==> config.mk <==
export PLATFORM = sky130hd
export DESIGN_NAME = sp_pipe
export DESIGN_NICKNAME = d
export VERILOG_FILES = /design/src/rtl/sp_pipe_pkg.sv /design/src/rtl/sp_fetch.sv /design/src/rtl/sp_regfile.sv /design/src/rtl/sp_bypass.sv /design/src/rtl/sp_alu.sv /design/src/rtl/sp_pipe.sv
export SDC_FILE = /design/constraint.sdc
export NUM_CORES = 2
export LEC_CHECK = 0
export BUFFER_PORTS_ARGS = -buffer_cell sky130_fd_sc_hd__buf_2
export CAP_MARGIN = 20
export CORE_MARGIN = 2
export CORE_UTILIZATION = 55
export CTS_CLUSTER_DIAMETER = 80
export DETAILED_ROUTE_END_ITERATION = 10
export PLACE_DENSITY = 0.71
export SLEW_MARGIN = 20
export SYNTH_ARGS = -nofsm -noshare
export SYNTH_HDL_FRONTEND = slang
export SYNTH_SLANG_ARGS = --single-unit
export TNS_END_PERCENT = 10
==> constraint.sdc <==
create_clock -name clk -period 36.4 [get_ports clk]
set_input_delay 10.92 -clock clk [delete_from_list [all_inputs] [get_ports clk]]
set_output_delay 10.92 -clock clk [all_outputs]
set_load 0.01 [all_outputs]
==> src/rtl/sp_pipe_pkg.sv <==
package sp_pipe_pkg;

  localparam int RA_W  = 4;
  localparam int N_REG = 2 ** RA_W;

  localparam logic [3:0] OP_ADD  = 4'd1;
  localparam logic [3:0] OP_SUB  = 4'd2;
  localparam logic [3:0] OP_AND  = 4'd3;
  localparam logic [3:0] OP_OR   = 4'd4;
  localparam logic [3:0] OP_XOR  = 4'd5;
  localparam logic [3:0] OP_PASS = 4'd6;

  function automatic logic op_writes(input logic [3:0] op);
    return (op >= OP_ADD) && (op <= OP_PASS);
  endfunction

endpackage

==> src/rtl/sp_fetch.sv <==
module sp_fetch #(
  parameter int ADDR_W = 6
) (
  input  logic              clk,
  input  logic              rst_n,
  input  logic              fetch_en,
  output logic              imem_req,
  output logic [ADDR_W-1:0] imem_addr,
  output logic              is_vld
);

  logic [ADDR_W-1:0] pc_q, pc_d;
  logic              is_q, is_d;

  // no request may leave while the synchronised reset is active
  assign imem_req  = fetch_en && rst_n;
  assign imem_addr = pc_q;
  assign is_vld    = is_q;

  always_comb begin
    pc_d = pc_q;
    if (imem_req) pc_d = pc_q + 1'b1;
    is_d = imem_req;
  end

  always_ff @(posedge clk or negedge rst_n) begin
    if (!rst_n) begin
      pc_q <= '0;
      is_q <= 1'b0;
    end else begin
      pc_q <= pc_d;
      is_q <= is_d;
    end
  end

  p_pc_step_r3: assert property (@(posedge clk) disable iff (!rst_n)
    imem_req |=> (imem_addr == ADDR_W'($past(imem_addr) + 1'b1)));

  p_pc_hold_r9: assert property (@(posedge clk) disable iff (!rst_n)
    !imem_req |=> $stable(imem_addr));

endmodule

==> src/rtl/sp_regfile.sv <==
module sp_regfile import sp_pipe_pkg::*; #(
  parameter int DATA_W = 32
) (
  input  logic              clk,
  input  logic              rst_n,
  input  logic              we,
  input  logic [RA_W-1:0]   wa,
  input  logic [DATA_W-1:0] wd,
  input  logic [RA_W-1:0]   ra1,
  input  logic [RA_W-1:0]   ra2,
  output logic [DATA_W-1:0] rd1,
  output logic [DATA_W-1:0] rd2
);

  logic [DATA_W-1:0] mem_q [N_REG];
  logic [DATA_W-1:0] mem_d [N_REG];

  // read with write-through: a write in this cycle is seen by this read
  function automatic logic [DATA_W-1:0] rd_port(input logic [RA_W-1:0] ra);
    if (ra == '0)              return '0;
    else if (we && (wa == ra)) return wd;
    else                       return mem_q[ra];
  endfunction

  assign rd1 = rd_port(ra1);
  assign rd2 = rd_port(ra2);

  always_comb begin
    for (int i = 0; i < N_REG; i++) mem_d[i] = mem_q[i];
    if (we && (wa != '0)) mem_d[wa] = wd;
  end

  always_ff @(posedge clk or negedge rst_n) begin
    if (!rst_n) begin
      for (int i = 0; i < N_REG; i++) mem_q[i] <= '0;
    end else begin
      for (int i = 0; i < N_REG; i++) mem_q[i] <= mem_d[i];
    end
  end

  p_no_r0_write_r8: assert property (@(posedge clk) disable iff (!rst_n)
    we |-> (wa != '0));

  p_r0_reads_zero_r8: assert property (@(posedge clk) disable iff (!rst_n)
    (ra1 == '0) |-> (rd1 == '0));

endmodule

==> src/rtl/sp_bypass.sv <==
module sp_bypass import sp_pipe_pkg::*; #(
  parameter int DATA_W = 32,
  parameter int N_SRC  = 4
) (
  input  logic [RA_W-1:0]               rs,
  input  logic [DATA_W-1:0]             rf_val,
  input  logic [N_SRC-1:0]              src_wr,
  input  logic [N_SRC-1:0][RA_W-1:0]    src_rd,
  input  logic [N_SRC-1:0][DATA_W-1:0]  src_data,
  output logic [DATA_W-1:0]             val
);

  // index 0 is the youngest producer; scanning oldest first lets it win
  always_comb begin
    val = rf_val;
    for (int s = N_SRC - 1; s >= 0; s--) begin
      if (src_wr[s] && (src_rd[s] == rs) && (rs != '0)) val = src_data[s];
    end
  end

endmodule

==> src/rtl/sp_alu.sv <==
module sp_alu import sp_pipe_pkg::*; #(
  parameter int DATA_W = 32
) (
  input  logic [3:0]        op,
  input  logic [DATA_W-1:0] a,
  input  logic [DATA_W-1:0] b,
  input  logic [15:0]       imm,
  output logic [DATA_W-1:0] y
);

  always_comb begin
    unique case (op)
      OP_ADD:  y = a + b;
      OP_SUB:  y = a - b;
      OP_AND:  y = a & b;
      OP_OR:   y = a | b;
      OP_XOR:  y = a ^ b;
      OP_PASS: y = DATA_W'(imm);
      default: y = '0;
    endcase
  end

endmodule

==> src/rtl/sp_pipe.sv <==
module sp_pipe import sp_pipe_pkg::*; #(
  parameter int DATA_W = 32,
  parameter int ADDR_W = 6
) (
  input  logic              clk,
  input  logic              rst_n,
  input  logic              fetch_en,
  output logic              imem_req,
  output logic [ADDR_W-1:0] imem_addr,
  input  logic [31:0]       imem_rdata,
  output logic              wb_valid,
  output logic [RA_W-1:0]   wb_rd,
  output logic [DATA_W-1:0] wb_data
);

  // result-carrying stages after execute: DF, DS, TC, WB
  localparam int N_RES = 4;
  localparam int N_OPND = 2;
  localparam int LAST = N_RES - 1;

  // ---------------- reset synchroniser ----------------
  logic [1:0] rsync_q;
  logic       rst_s_n;

  always_ff @(posedge clk or negedge rst_n) begin
    if (!rst_n) rsync_q <= 2'b00;
    else        rsync_q <= {rsync_q[0], 1'b1};
  end
  assign rst_s_n = rsync_q[1];

  // ---------------- IF / IS ----------------
  logic is_vld;

  sp_fetch #(.ADDR_W(ADDR_W)) u_fetch (
    .clk       (clk),
    .rst_n     (rst_s_n),
    .fetch_en  (fetch_en),
    .imem_req  (imem_req),
    .imem_addr (imem_addr),
    .is_vld    (is_vld)
  );

  // ---------------- RF: register read + decode ----------------
  logic        rf_vld_q, rf_vld_d;
  logic [31:0] rf_ir_q, rf_ir_d;

  always_comb begin
    rf_vld_d = is_vld;
    rf_ir_d  = rf_ir_q;
    if (is_vld) rf_ir_d = imem_rdata;
  end

  always_ff @(posedge clk or negedge rst_s_n) begin
    if (!rst_s_n) begin
      rf_vld_q <= 1'b0;
      rf_ir_q  <= '0;
    end else begin
      rf_vld_q <= rf_vld_d;
      rf_ir_q  <= rf_ir_d;
    end
  end

  logic [3:0]      rf_op;
  logic [RA_W-1:0] rf_rd;
  logic [RA_W-1:0] rf_rs [N_OPND];
  logic [15:0]     rf_imm;

  assign rf_op    = rf_ir_q[31:28];
  assign rf_rd    = rf_ir_q[27:24];
  assign rf_rs[0] = rf_ir_q[23:20];
  assign rf_rs[1] = rf_ir_q[19:16];
  assign rf_imm   = rf_ir_q[15:0];

  logic [N_RES-1:0]             res_wr;
  logic [N_RES-1:0][RA_W-1:0]   res_rd;
  logic [N_RES-1:0][DATA_W-1:0] res_data;
  logic [DATA_W-1:0]            rf_val [N_OPND];

  sp_regfile #(.DATA_W(DATA_W)) u_rf (
    .clk   (clk),
    .rst_n (rst_s_n),
    .we    (res_wr[LAST]),
    .wa    (res_rd[LAST]),
    .wd    (res_data[LAST]),
    .ra1   (rf_rs[0]),
    .ra2   (rf_rs[1]),
    .rd1   (rf_val[0]),
    .rd2   (rf_val[1])
  );

  // ---------------- EX ----------------
  logic              ex_vld_q, ex_vld_d;
  logic [3:0]        ex_op_q, ex_op_d;
  logic [RA_W-1:0]   ex_rd_q, ex_rd_d;
  logic [15:0]       ex_imm_q, ex_imm_d;
  logic [RA_W-1:0]   ex_rs_q  [N_OPND];
  logic [RA_W-1:0]   ex_rs_d  [N_OPND];
  logic [DATA_W-1:0] ex_raw_q [N_OPND];
  logic [DATA_W-1:0] ex_raw_d [N_OPND];

  always_comb begin
    ex_vld_d = rf_vld_q;
    ex_op_d  = ex_op_q;
    ex_rd_d  = ex_rd_q;
    ex_imm_d = ex_imm_q;
    for (int k = 0; k < N_OPND; k++) begin
      ex_rs_d[k]  = ex_rs_q[k];
      ex_raw_d[k] = ex_raw_q[k];
    end
    if (rf_vld_q) begin
      ex_op_d  = rf_op;
      ex_rd_d  = rf_rd;
      ex_imm_d = rf_imm;
      for (int k = 0; k < N_OPND; k++) begin
        ex_rs_d[k]  = rf_rs[k];
        ex_raw_d[k] = rf_val[k];
      end
    end
  end

  always_ff @(posedge clk or negedge rst_s_n) begin
    if (!rst_s_n) begin
      ex_vld_q <= 1'b0;
      ex_op_q  <= '0;
      ex_rd_q  <= '0;
      ex_imm_q <= '0;
      for (int k = 0; k < N_OPND; k++) begin
        ex_rs_q[k]  <= '0;
        ex_raw_q[k] <= '0;
      end
    end else begin
      ex_vld_q <= ex_vld_d;
      ex_op_q  <= ex_op_d;
      ex_rd_q  <= ex_rd_d;
      ex_imm_q <= ex_imm_d;
      for (int k = 0; k < N_OPND; k++) begin
        ex_rs_q[k]  <= ex_rs_d[k];
        ex_raw_q[k] <= ex_raw_d[k];
      end
    end
  end

  logic [DATA_W-1:0] opnd [N_OPND];

  for (genvar k = 0; k < N_OPND; k++) begin : g_opnd
    sp_bypass #(.DATA_W(DATA_W), .N_SRC(N_RES)) u_byp (
      .rs       (ex_rs_q[k]),
      .rf_val   (ex_raw_q[k]),
      .src_wr   (res_wr),
      .src_rd   (res_rd),
      .src_data (res_data),
      .val      (opnd[k])
    );
  end

  logic [DATA_W-1:0] alu_y;
  logic              ex_wr;

  sp_alu #(.DATA_W(DATA_W)) u_alu (
    .op  (ex_op_q),
    .a   (opnd[0]),
    .b   (opnd[1]),
    .imm (ex_imm_q),
    .y   (alu_y)
  );

  assign ex_wr = ex_vld_q && op_writes(ex_op_q) && (ex_rd_q != '0);

  // ---------------- DF / DS / TC / WB result chain ----------------
  logic [N_RES-1:0]             res_wr_d;
  logic [N_RES-1:0][RA_W-1:0]   res_rd_d;
  logic [N_RES-1:0][DATA_W-1:0] res_data_d;

  always_comb begin
    res_wr_d[0]   = ex_wr;
    res_rd_d[0]   = res_rd[0];
    res_data_d[0] = res_data[0];
    if (ex_wr) begin
      res_rd_d[0]   = ex_rd_q;
      res_data_d[0] = alu_y;
    end
    for (int s = 1; s < N_RES; s++) begin
      res_wr_d[s]   = res_wr[s-1];
      res_rd_d[s]   = res_rd[s];
      res_data_d[s] = res_data[s];
      if (res_wr[s-1]) begin
        res_rd_d[s]   = res_rd[s-1];
        res_data_d[s] = res_data[s-1];
      end
    end
  end

  always_ff @(posedge clk or negedge rst_s_n) begin
    if (!rst_s_n) begin
      res_wr   <= '0;
      res_rd   <= '0;
      res_data <= '0;
    end else begin
      res_wr   <= res_wr_d;
      res_rd   <= res_rd_d;
      res_data <= res_data_d;
    end
  end

  assign wb_valid = res_wr[LAST];
  assign wb_rd    = res_rd[LAST];
  assign wb_data  = res_data[LAST];

  p_retire_latency_r2: assert property (@(posedge clk) disable iff (!rst_s_n)
    wb_valid |-> $past(imem_req, 7));

  p_wb_nonzero_dst_r8: assert property (@(posedge clk) disable iff (!rst_s_n)
    wb_valid |-> (wb_rd != '0));

endmodule

==> impl_metrics.xml <==
<?xml version="1.0" encoding="UTF-8"?>
<metrics>
  <group name="sta">
    <metric name="endpoints_failing_setup" unit="">0</metric>
    <metric name="max_slew.worst_pin.slew" unit="ns">1.16</metric>
    <metric name="tns" unit="ns">0</metric>
    <metric name="report.final.hold_viol_count" unit="">0</metric>
    <metric name="fmax" unit="MHz">44.7</metric>
    <metric name="headroom_to_the_max_slew_limit" unit="%">22.5</metric>
    <metric name="rsz0062_at_grt" unit="">no</metric>
    <metric name="slew_violations" unit="">0</metric>
    <metric name="layout_min_cycle_time" unit="ns">22.35</metric>
    <metric name="min_period_over_period" unit="%">61.4</metric>
    <metric name="final.setup.worst_slack" unit="ns">14.05</metric>
    <metric name="worst_clock_skew" unit="ns">0.0385</metric>
  </group>
  <group name="yosys">
    <metric name="ys_top_cells_by_area" unit="">sky130_fd_sc_hd__dfrtp_1 (45%), sky130_fd_sc_hd__mux2_2 (17%), sky130_fd_sc_hd__mux4_2 (16%)</metric>
    <metric name="synth_most_common_cell" unit="">sky130_fd_sc_hd__dfrtp_1</metric>
    <metric name="total_standard_cell_area_after_synthesis" unit="sq um">44800</metric>
    <metric name="netlist_instances" unit="">3416</metric>
    <metric name="synth_seq_cells" unit="">799</metric>
    <metric name="syn_area_per_cell" unit="sq um">13.1</metric>
    <metric name="yosys.area.top_type_share" unit="%">44.7</metric>
    <metric name="seq_area_frac_synth" unit="%">44.7</metric>
    <metric name="postSynth.topFlopCell" unit="">sky130_fd_sc_hd__dfrtp_1</metric>
    <metric name="yosysWarningCount" unit="">0</metric>
    <metric name="asyncSetResetFlopFracSynth" unit="%">100</metric>
    <metric name="top_cells_by_instance_count_after_synthesis" unit="">sky130_fd_sc_hd__dfrtp_1 (799), sky130_fd_sc_hd__mux2_2 (685), sky130_fd_sc_hd__mux4_2 (320), sky130_fd_sc_hd__clkbuf_1 (271), sky130_fd_sc_hd__inv_1 (138)</metric>
    <metric name="synth_edf_count" unit="">0</metric>
    <metric name="synth.lib_cells_used.distinct" unit="">71</metric>
    <metric name="synth.net_count" unit="">3549</metric>
    <metric name="synth.largest_area_cell" unit="">sky130_fd_sc_hd__dfrtp_1</metric>
  </group>
  <group name="finish">
    <metric name="proportion_of_layout_cells_with_a_drive_suffix_above_1" unit="%">40.5</metric>
    <metric name="n_antenna_cell" unit="">0</metric>
    <metric name="nets" unit="">3392</metric>
    <metric name="area_growth" unit="%">8.26</metric>
  </group>
  <group name="clock_network">
    <metric name="cts_max_level" unit="">3</metric>
    <metric name="clockBufferDepth" unit="">3</metric>
    <metric name="clk_pin_slew" unit="ns">0.06</metric>
    <metric name="insertion_delay" unit="ns">0.66</metric>
    <metric name="post-cts-setup-buffer-count" unit="">0</metric>
    <metric name="total_clock_sinks" unit="">799</metric>
    <metric name="tritoncts" unit="">built</metric>
    <metric name="clk_root_buffer_cell" unit="">sky130_fd_sc_hd__clkbuf_16</metric>
    <metric name="post_cts.resized_instances" unit="">0</metric>
    <metric name="cts-buffers-inserted" unit="">88</metric>
    <metric name="cts-hold-fix-buffers" unit="">0</metric>
  </group>
  <group name="pwr">
    <metric name="pwr-share-comb" unit="%">35.3</metric>
    <metric name="power-per-cell-area" unit="nW/um^2">68.3</metric>
    <metric name="max_vdd_drop" unit="V">0.0000501</metric>
    <metric name="leakagePower" unit="nW">22.9</metric>
    <metric name="power_frac_clock" unit="%">26.5</metric>
    <metric name="seq_power_share" unit="%">38.2</metric>
    <metric name="switching_share" unit="%">38.2</metric>
    <metric name="internal_power" unit="mW">2.05</metric>
    <metric name="switchingPower" unit="mW">1.26</metric>
  </group>
  <group name="run">
    <metric name="cap_violations" unit="">0</metric>
  </group>
  <group name="outcome">
    <metric name="outcome" unit="">finished clean</metric>
  </group>
  <group name="drt">
    <metric name="vias_per_cell" unit="">6.81</metric>
    <metric name="route.detailed.wl_per_inst" unit="um">28.7</metric>
    <metric name="dr_total_vias" unit="">29900</metric>
    <metric name="drc_errors" unit="">0</metric>
    <metric name="number_of_search_and_repair_iterations_in_the_first_detailed_routing_pass" unit="">8</metric>
    <metric name="drt-initial-drc-count" unit="">2890</metric>
    <metric name="postRouteAntennaNets" unit="">0</metric>
    <metric name="drt_wl_total" unit="um">126000</metric>
  </group>
  <group name="die">
    <metric name="die_y" unit="um">289</metric>
    <metric name="placement_rows" unit="">104</metric>
    <metric name="core_region_area" unit="sq um">80500</metric>
    <metric name="io_pins" unit="">79</metric>
    <metric name="dieArea" unit="sq um">83700</metric>
    <metric name="initial_core_util" unit="%">55.6</metric>
    <metric name="dieWidth" unit="um">289</metric>
  </group>
  <group name="critical_path">
    <metric name="worstReg2RegEnd" unit="">res_data[31]</metric>
    <metric name="startpoint_type" unit="">input pin</metric>
    <metric name="worst_setup_path_endpoint" unit="">imem_req</metric>
    <metric name="critical-path-top-delay-family" unit="">buffers and inverters</metric>
    <metric name="worst-r2r-setup-slack" unit="ns">28.34</metric>
    <metric name="cp_cell_sequence" unit="">buf_2 &gt; and2_1 &gt; buf_2</metric>
    <metric name="crit_arrival" unit="ns">11.43</metric>
    <metric name="cell_count_of_the_worst_reg_to_reg_path" unit="">24</metric>
    <metric name="worstSetupPathDepth" unit="">3</metric>
    <metric name="origin_of_the_critical_flop_to_flop_path" unit="">ex_rs_q[0]</metric>
    <metric name="worst_setup_path_startpoint" unit="">fetch_en</metric>
    <metric name="critPathSlowestCell" unit="">sky130_fd_sc_hd__and2_1</metric>
    <metric name="crit_path_frequent_cell" unit="">sky130_fd_sc_hd__buf_2</metric>
    <metric name="timing.critical_path.slowest_cell_delay" unit="ns">0.25</metric>
    <metric name="cp-end-kind" unit="">output pin</metric>
    <metric name="crit_required" unit="ns">25.48</metric>
    <metric name="crit_path_max_fanout" unit="">7</metric>
    <metric name="crit_type" unit="">input pin to output pin</metric>
    <metric name="critical_path.n_buffers_inverters" unit="">2</metric>
  </group>
  <group name="worst_hold_path">
    <metric name="worstHoldPathType" unit="">flip-flop to asynchronous set/reset pin</metric>
  </group>
  <group name="place">
    <metric name="dp_hpwl" unit="um">74900</metric>
    <metric name="detailedPlace.worstSlack" unit="ns">14.05</metric>
    <metric name="gp_congestion" unit="">0.940</metric>
    <metric name="port_buffers" unit="">78</metric>
  </group>
  <group name="grt">
    <metric name="grt_pass1_vias" unit="">31100</metric>
    <metric name="wire_length_of_the_first_global_routing_pass" unit="um">193000</metric>
    <metric name="grt_util_all_layers" unit="%">30.5</metric>
    <metric name="grt_antenna_before_repair" unit="">0</metric>
    <metric name="grt_remaining_overflow" unit="">0</metric>
    <metric name="grt_start_max_net_pins" unit="">184</metric>
  </group>
</metrics>
==> worst min-delay path by stage <==
stage | startpoint | to | slack (ns) | cells after the start
global route | rsync_q[0] | rsync_q[1] | 0.37 | 0
global placement | rsync_q[0] | rsync_q[1] | 0.33 | 0
detailed placement | rsync_q[0] | rsync_q[1] | 0.33 | 0
finish | rsync_q[1] | rf_ir_q[22] | 0.34 | 0
CTS | rsync_q[0] | rsync_q[1] | 0.35 | 0
floorplan | rsync_q[0] | rsync_q[1] | 0.33 | 0
==> through the flow <==
stage | instances | total power [mW] | instance area [sq um] | hold slack, ns | util, %
after floorplan | 3416 | 2.09 | 44800 | 0.331 | -
after global placement | 4227 | 2.38 | 45600 | 0.333 | 56.6
after detailed placement | 4227 | 2.42 | 45600 | 0.335 | 56.6
after CTS | 4388 | 3.30 | 48400 | 0.349 | 60.1
after global routing | 4390 | 3.48 | 48500 | 0.375 | 60.2
final | 4390 | 3.31 | 48500 | 0.335 | 60.2
==> cells by family after synthesis <==
group           after synthesis  synth area share (%)
other cells                   1               0.00838
fa+ha+maj                    98                  2.76
simple gates                342                  3.68
compound gates              423                  6.13
xor+xnor                     89                  1.77
buf+inv                     531                  4.81
flops                       799                  44.7
mux                        1133                  36.2
==> cell usage in the layout, fill, tap and decap left out, drive strengths merged, types with 6 or more instances in the layout <==
cell | netlist | final
a21o | 17 | 17
a21oi | 57 | 57
a221oi | 21 | 21
a222oi | 31 | 31
a22oi | 12 | 12
a31oi | 52 | 52
and2 | 6 | 6
buf | 121 | 145
clkbuf | 271 | 124
clkinv | 0 | 25
dfrtp | 799 | 799
ha | 97 | 97
inv | 139 | 145
mux2 | 685 | 685
mux2i | 128 | 128
mux4 | 320 | 320
nand2 | 114 | 114
nand2b | 7 | 7
nand3 | 42 | 42
nand4 | 13 | 13
nor2 | 73 | 73
nor3 | 44 | 44
o211ai | 6 | 6
o21a | 6 | 6
o21ai | 119 | 119
o21bai | 6 | 6
o22ai | 65 | 65
o31ai | 6 | 6
o41ai | 6 | 6
or2 | 6 | 6
or3 | 9 | 9
xnor2 | 62 | 62
xor2 | 26 | 26
==> per-layer routing <==
metal  track usage [%]  vias to the layer above  routed length, um
li1                  -                    12400                  -
met3              5.66                      313              10500
met5                 0                        -                  0
met2              49.0                     1441              60200
met1              41.2                    15700              50200
met4              12.5                        0               5020
==> state kept, by name, indices dropped and copies added (netlist names) <==
signal	flops
ex_imm_q	16
ex_op_q	4
ex_raw_q	64
ex_rd_q	4
ex_rs_q	8
ex_vld_d	1
ex_vld_q	1
res_data	96
res_rd	12
res_wr	4
rf_ir_q	32
rsync_q	2
u_fetch.imem_addr	6
u_fetch.is_vld	1
u_rf.mem_q	512
wb_data	32
wb_rd	4
==> power by group through the flow <==
stage | clock network [mW] | registers, mW | logic [mW]
finish | 0.878 | 1.27 | 1.17
global route | 0.932 | 1.29 | 1.26
CTS | 0.891 | 1.26 | 1.15
detailed placement | 0 | 1.27 | 1.14
global placement | 0 | 1.25 | 1.12
floorplan | 0 | 1.13 | 0.962
==> layout make-up <==
cell class / count / area, sq um
Inverter: 139 / 522
Tap cell: 1060 / 1330
Sequential cell: 799 / 20000
Clock buffer: 124 / 2520
Multi-Input combinational cell: 2086 / 22800
Timing Repair Buffer: 145 / 953
Clock inverter: 37 / 315
Fill cell: 6055 / 32100
(Power assumes the default switching activity.)
